$ cat src/rtl/lane_align.sv
module lane_align #(
  parameter int DATA_W = 32
) (
  input  logic              clk,
  input  logic              rst_n,
  input  logic              req_valid,
  input  logic              req_store,
  input  logic [1:0]        req_size,
  input  logic              req_signed,
  input  logic [1:0]        req_addr_lo,
  input  logic [DATA_W-1:0] load_word,
  input  logic [DATA_W-1:0] store_data,
  output logic              resp_valid,
  output logic [DATA_W-1:0] load_result,
  output logic [DATA_W-1:0] store_word,
  output logic [3:0]        store_be,
  output logic              misalign_err
);
  localparam int LANES = DATA_W / 8;
  localparam int HALF_W = DATA_W / 2;

  logic              legal;
  logic [7:0]        lane_b;
  logic [HALF_W-1:0] lane_h;
  logic [DATA_W-1:0] ld_val, st_val;
  logic [LANES-1:0]  be_val;

  always_comb begin
    case (req_size)
      2'b00:   legal = 1'b1;
      2'b01:   legal = ~req_addr_lo[0];
      2'b10:   legal = (req_addr_lo == 2'b00);
      default: legal = 1'b0;
    endcase
  end

  assign lane_b = load_word[8*req_addr_lo +: 8];
  assign lane_h = req_addr_lo[1] ? load_word[DATA_W-1:HALF_W] : load_word[HALF_W-1:0];

  always_comb begin
    case (req_size)
      2'b00: begin
        ld_val = {{(DATA_W-8){req_signed & lane_b[7]}}, lane_b};
        st_val = {LANES{store_data[7:0]}};
        be_val = 4'b0001 << req_addr_lo;
      end
      2'b01: begin
        ld_val = {{(DATA_W-HALF_W){req_signed & lane_h[HALF_W-1]}}, lane_h};
        st_val = {2{store_data[HALF_W-1:0]}};
        be_val = req_addr_lo[1] ? 4'b1100 : 4'b0011;
      end
      default: begin
        ld_val = load_word;
        st_val = store_data;
        be_val = 4'b1111;
      end
    endcase
  end

  logic       store_q, signed_q;
  logic [1:0] size_q, ofs_q;

  always_ff @(posedge clk) begin
    if (!rst_n) begin
      resp_valid   <= 1'b0;
      misalign_err <= 1'b0;
      load_result  <= '0;
      store_word   <= '0;
      store_be     <= '0;
      store_q      <= 1'b0;
      signed_q     <= 1'b0;
      size_q       <= 2'b00;
      ofs_q        <= 2'b00;
    end else begin
      resp_valid <= req_valid;
      if (req_valid) begin
        misalign_err <= ~legal;
        load_result  <= (legal && !req_store) ? ld_val : '0;
        store_word   <= (legal && req_store) ? st_val : '0;
        store_be     <= (legal && req_store) ? be_val : '0;
        store_q      <= req_store;
        signed_q     <= req_signed;
        size_q       <= req_size;
        ofs_q        <= req_addr_lo;
      end
    end
  end

  assert_resp_follows_req_R2: assert property (@(posedge clk) disable iff (!rst_n)
    req_valid |=> resp_valid);
  assert_resp_idle_R2: assert property (@(posedge clk) disable iff (!rst_n)
    !req_valid |=> !resp_valid);
  assert_word_offset_R3: assert property (@(posedge clk) disable iff (!rst_n)
    (resp_valid && size_q == 2'b10 && ofs_q != 2'b00) |-> misalign_err);
  assert_half_offset_R3: assert property (@(posedge clk) disable iff (!rst_n)
    (resp_valid && size_q == 2'b01 && ofs_q[0]) |-> misalign_err);
  assert_unsigned_byte_R4: assert property (@(posedge clk) disable iff (!rst_n)
    (resp_valid && !store_q && !signed_q && size_q == 2'b00) |-> (load_result[DATA_W-1:8] == '0));
  assert_word_be_R8: assert property (@(posedge clk) disable iff (!rst_n)
    (resp_valid && store_q && size_q == 2'b10 && !misalign_err) |-> (store_be == 4'b1111));
  assert_byte_be_onehot_R8: assert property (@(posedge clk) disable iff (!rst_n)
    (resp_valid && store_q && size_q == 2'b00) |-> ($countones(store_be) == 1));
  assert_err_blocks_write_R9: assert property (@(posedge clk) disable iff (!rst_n)
    (resp_valid && misalign_err) |-> (store_be == 4'b0000 && load_result == '0));
  assert_load_no_write_R10: assert property (@(posedge clk) disable iff (!rst_n)
    (resp_valid && !store_q) |-> (store_be == 4'b0000));
endmodule

$ cat config.mk
export PLATFORM = sky130hd
export DESIGN_NAME = lane_align
export DESIGN_NICKNAME = d
export VERILOG_FILES = /design/src/rtl/lane_align.sv
export SDC_FILE = /design/constraint.sdc
export NUM_CORES = 1
export LEC_CHECK = 0
export ABC_CLOCK_PERIOD_IN_PS = 1800
export BUFFER_PORTS_ARGS = -buffer_cell sky130_fd_sc_hd__clkbuf_2
export CORE_MARGIN = 2
export CORE_UTILIZATION = 42
export DETAILED_ROUTE_END_ITERATION = 12
export PLACE_DENSITY = 0.81
export SLEW_MARGIN = 20
export SYNTH_ARGS = -nofsm -noshare
export SYNTH_HDL_FRONTEND = slang
export SYNTH_SLANG_ARGS = --single-unit
$ cat constraint.sdc
create_clock -name clk -period 1.8 [get_ports clk]
set_input_delay 0.18 -clock clk [delete_from_list [all_inputs] [get_ports clk]]
set_output_delay 0.18 -clock clk [all_outputs]
set_load 0.02 [all_outputs]
---- Word-level counts from Yosys, hierarchy flattened ----
Cells that the tools add are included.
word-level totals
  output and inout bits ................... 70
  flip-flop bits (word level) ............. 70
  word-level logic and storage cells ...... 27
  input port bits ......................... 73
cells by class
  multiplexer cells ....................... 9
  reduce and logical (&&, ||, !) cells .... 5
  equality and inequality tests ........... 2
  shift-type cells ........................ 2
  bitwise logic cells ..................... 4
operators with widths
  cell                                                 number
  one-hot mux 32 bit (2 select lines)                  2
  2-to-1 mux 32 bit                                    2
  indexed part select 32 x 6 -> 8 bit                  1
  2-to-1 mux 16 bit                                    1
  2-to-1 mux 4 bit                                     2
  one-hot mux 4 bit (2 select lines)                   1
  zero test 2 bit                                      2
  left shift 1 x 2 -> 4 bit, first input constant      1
  one-hot mux 1 bit (3 select lines)                   1
  bitwise AND 1 bit                                    2
  equality test 2 x 1 -> 1 bit, second input constant  1
  equality test 2 bit, second input constant           1
  logical AND 1 bit                                    2
  NOT 1 bit                                            2
  zero test 1 bit                                      1

---- Longest topological paths before layout ----
  word-level depth ........................ 4
  depth in mapped cells ................... 8
  depth with buffers taken out ............ 4

---- Worst setup path before layout ----
Ideal clock, no wire load.
  path type ............................... input to register
  start point ............................. input port req_addr_lo[0]
  end point ............................... register load_result[21]
  stages .................................. 7
  required time ........................... 1.678 ns
  data arrival time ....................... 1.752 ns
  setup time .............................. 0.122 ns
  slack ................................... -0.074 ns
  buffers on the path ..................... 3
  cell sequence ........................... buf_6 > mux2_4 > mux4_1 > and4b_1 > buf_6 > buf_8 > a221o_1
on the way
  word-level cells in the longest chain between the ends .. 4
  elaborated cells on any way between the ends .. 8
  classes of those cells .................. shift (1); mux (3); bitwise (2); reduce/logical (2)
ends and longest elaborated chain
  element                                                                   RTL line  RTL
  start: declaration                                                        10        input logic [1:0] req_addr_lo,
  indexed part select 32 x 6 -> 8 bit, or another cell as far along         37        assign lane_b = load_word[8*req_addr_lo +: 8];
  bitwise AND 1 bit or one-hot mux 1 bit (3 select lines) (tied branches)   43, 29
  one-hot mux 32 bit (2 select lines) or logical AND 1 bit (tied branches)  41, 78
  2-to-1 mux 32 bit *                                                       78        load_result <= (legal && !req_store) ? ld_val : '0;
  end signal: assignment                                                    78
  end: declaration                                                          14        output logic [DATA_W-1:0] load_result,
Every way passes the cells marked *; elsewhere a longest branch is shown, timed or not.
A chain may end at the register's enable or synchronous reset.

---- Final worst setup path ----
  start point ............................. input port req_addr_lo[0]
  end point ............................... register load_result[30]
The elaborated chain is that of the path after synthesis.

==> impl_metrics.ini <==
[sta]
fin_skew_ns = 0
max_freq_ghz = 0.615
maxSlewViolCount = 0
setup_viol = 0
grt_setup_unrepaired = no
tightest_slew_ns = 0.574
period_share_pct = 90.3
max_slew_margin_pct = 61.7
layout_setup_ws_ns = 0.174
finalHoldViolations = 0
period_minus_slack_ns = 1.63

[setup_path]
rrSetupSlack_ns = 1.04
cp.arrival_ns = 1.84
cp_max_fo = 16
crit_type = in -> reg
start_kind = input port
cp-end-kind = flip-flop
crit_required_ns = 2.01

[clock_network]
cts_made_buffers = 9
cts_root_buf = clkbuf_8
cts_tree = built
cts.sinks = 70
cts_setup_buffers = 0
cts_resized = 0
ctsHoldBuffers = 0
clkLatencyLatePin_ns = 0.33
clk_pin_slew_ns = 0.07
clk_path_buf_depth = 2
ctsHtreeMaxLevel = 3

[die]
rows = 31
die_h_um = 89.6
die_w_um = 89.6
initial_core_util_pct = 42.9
core_area_um2 = 7180
io-pin-count = 143
dieArea_um2 = 8020

[global_routing]
grt_pass1_wl_um = 12900
grt_usage_pct = 20.5
grt_pass1_vias = 2721
grt_max_degree = 37
antenna_found_initial = 0
grt_overflow_total = 0

[finish]
areaGrowthSynthToFinish_pct = 32.8
diodes = 0
nNetsFinal = 511
fillers = 660
drive_gt1_share_pct = 41.1

[logic_synthesis]
ys.flop_type = dfxtp_1
synth_edf_count = 0
syn_area_um2 = 3080
ys_types = 32
synthArstFlopShare_pct = 0
syn_area_per_cell_um2 = 10.5
yosysWarnings = 0
seq_area_frac_synth_pct = 45.6
synthCells = 294
syn-num-nets = 367
synth-seq-cells = 70

[routing]
routed_wl_um = 8340
drt_iter0_markers = 122
drc = 0
vias = 2882
vias_per_cell = 5.32
drt_first_pass_iters = 4
wl_per_cell_um = 15.4
antenna_left = 0

[power]
power.leakage_nw = 1.97
ir_worst_vdd_mv = 0.410
power_mw = 3.30
p_per_area_nw_per_um2 = 807

[run_status]
outcome = finished clean

[placement]
dp_hpwl_um = 6230
place_ws_ns = -0.156
port-buffer-count = 142
gp_congestion = 0.804

[worst_hold_path]
hold_path.class = in -> reg

[flow_run]
cap_violations = 0
[cell usage in the layout, fill, tap and decap left out, drive strengths merged]
master / n
nand2b: 1
and4b: 3
mux4: 8
bufinv: 1
clkbuf: 154
and2: 4
clkinvlp: 1
a221o: 23
nor2b: 3
nand2: 31
nand3: 1
and3: 1
o2bb2ai: 1
o21ai: 31
dfxtp: 70
a22o: 29
o21ba: 1
a32o: 2
mux2i: 26
clkinv: 3
mux2: 3
a21oi: 12
buf: 19
nor2: 12
inv: 3
[state kept, by name, summed over array words and instances, names as in the netlist]
signal        cells
load_result      32
misalign_err      1
resp_valid        1
store_be          4
store_word       32
[synth_stat cells (4+ instances only)]
cell,number,area (um^2)
and2_1,4,25.0
o21ai_0,30,150
nor2_1,11,41.3
mux2i_1,26,260
mux4_1,8,210
nand2_1,31,116
clkbuf_1,17,63.8
a221o_1,23,230
a22o_1,29,254
dfxtp_1,70,1400
a21oi_1,12,60.1
[critical path, cell delays in order]
cell      delay, ns
clkbuf_2       0.14
mux2_2         0.36
mux4_2         0.45
and4b_1        0.37
a221o_1        0.34
[metal layers]
layer	track usage, %	routed length [um]	vias to the layer above
met5	0	0	-
met4	7.33	101	0
met3	5.85	728	9
met2	33.5	3840	136
met1	25.7	3670	1338
li1	-	-	1399
[layout make-up]
type | count | area [um^2] | area share (%)
Multi-Input combinational cell | 192 | 1510 | 36.9
Sequential cell | 70 | 1400 | 34.3
Timing Repair Buffer | 161 | 853 | 20.9
Clock buffer | 12 | 135 | 3.31
Tap cell | 99 | 124 | 3.03
Clock inverter | 4 | 47.5 | 1.16
Inverter | 4 | 15.0 | 0.368
[path summary, 6_finish.rpt]
check / endpoint / cells after the start / from
worst min register to register: store_word[27]$_SDFFE_PN0P_ / 2 / store_word[27]$_SDFFE_PN0P_
worst max-delay path: load_result[30]$_SDFFE_PN0P_ / 5 / req_addr_lo[0]
worst max register to register: load_result[11]$_SDFFE_PN0P_ / 1 / load_result[11]$_SDFFE_PN0P_
worst min-delay path: misalign_err$_SDFFE_PN0P_ / 2 / rst_n
[power by group]
part           total [mW]  leakage [nW]  switching, mW  internal (mW)
Clock                1.21        0.0904          0.570          0.638
Combinational       0.480          1.31          0.256          0.225
Sequential           1.61         0.567         0.0209           1.59
[logic make-up after synthesis]
family                 share of synthesized area (%)
and+or+nand+nor                                 8.34
buffers and inverters                           5.57
muxes                                           16.5
DFF                                             45.6
AOI/OAI and AO/OA                               24.0
[metrics by stage]
stage,util (%),instance area (um^2),std cells,hold WS [ns],TNS (ns)
after floorplan,-,3080,294,0.302,-0.288
after global placement,54.4,3900,526,0.416,-1.54
after detailed placement,54.4,3900,526,0.427,-2.26
after CTS,56.9,4080,542,0.0738,0
after global routing,56.9,4080,542,0.0929,0
final,56.9,4080,542,0.0865,0
No activity file was read; power rests on OpenSTA's default activity.
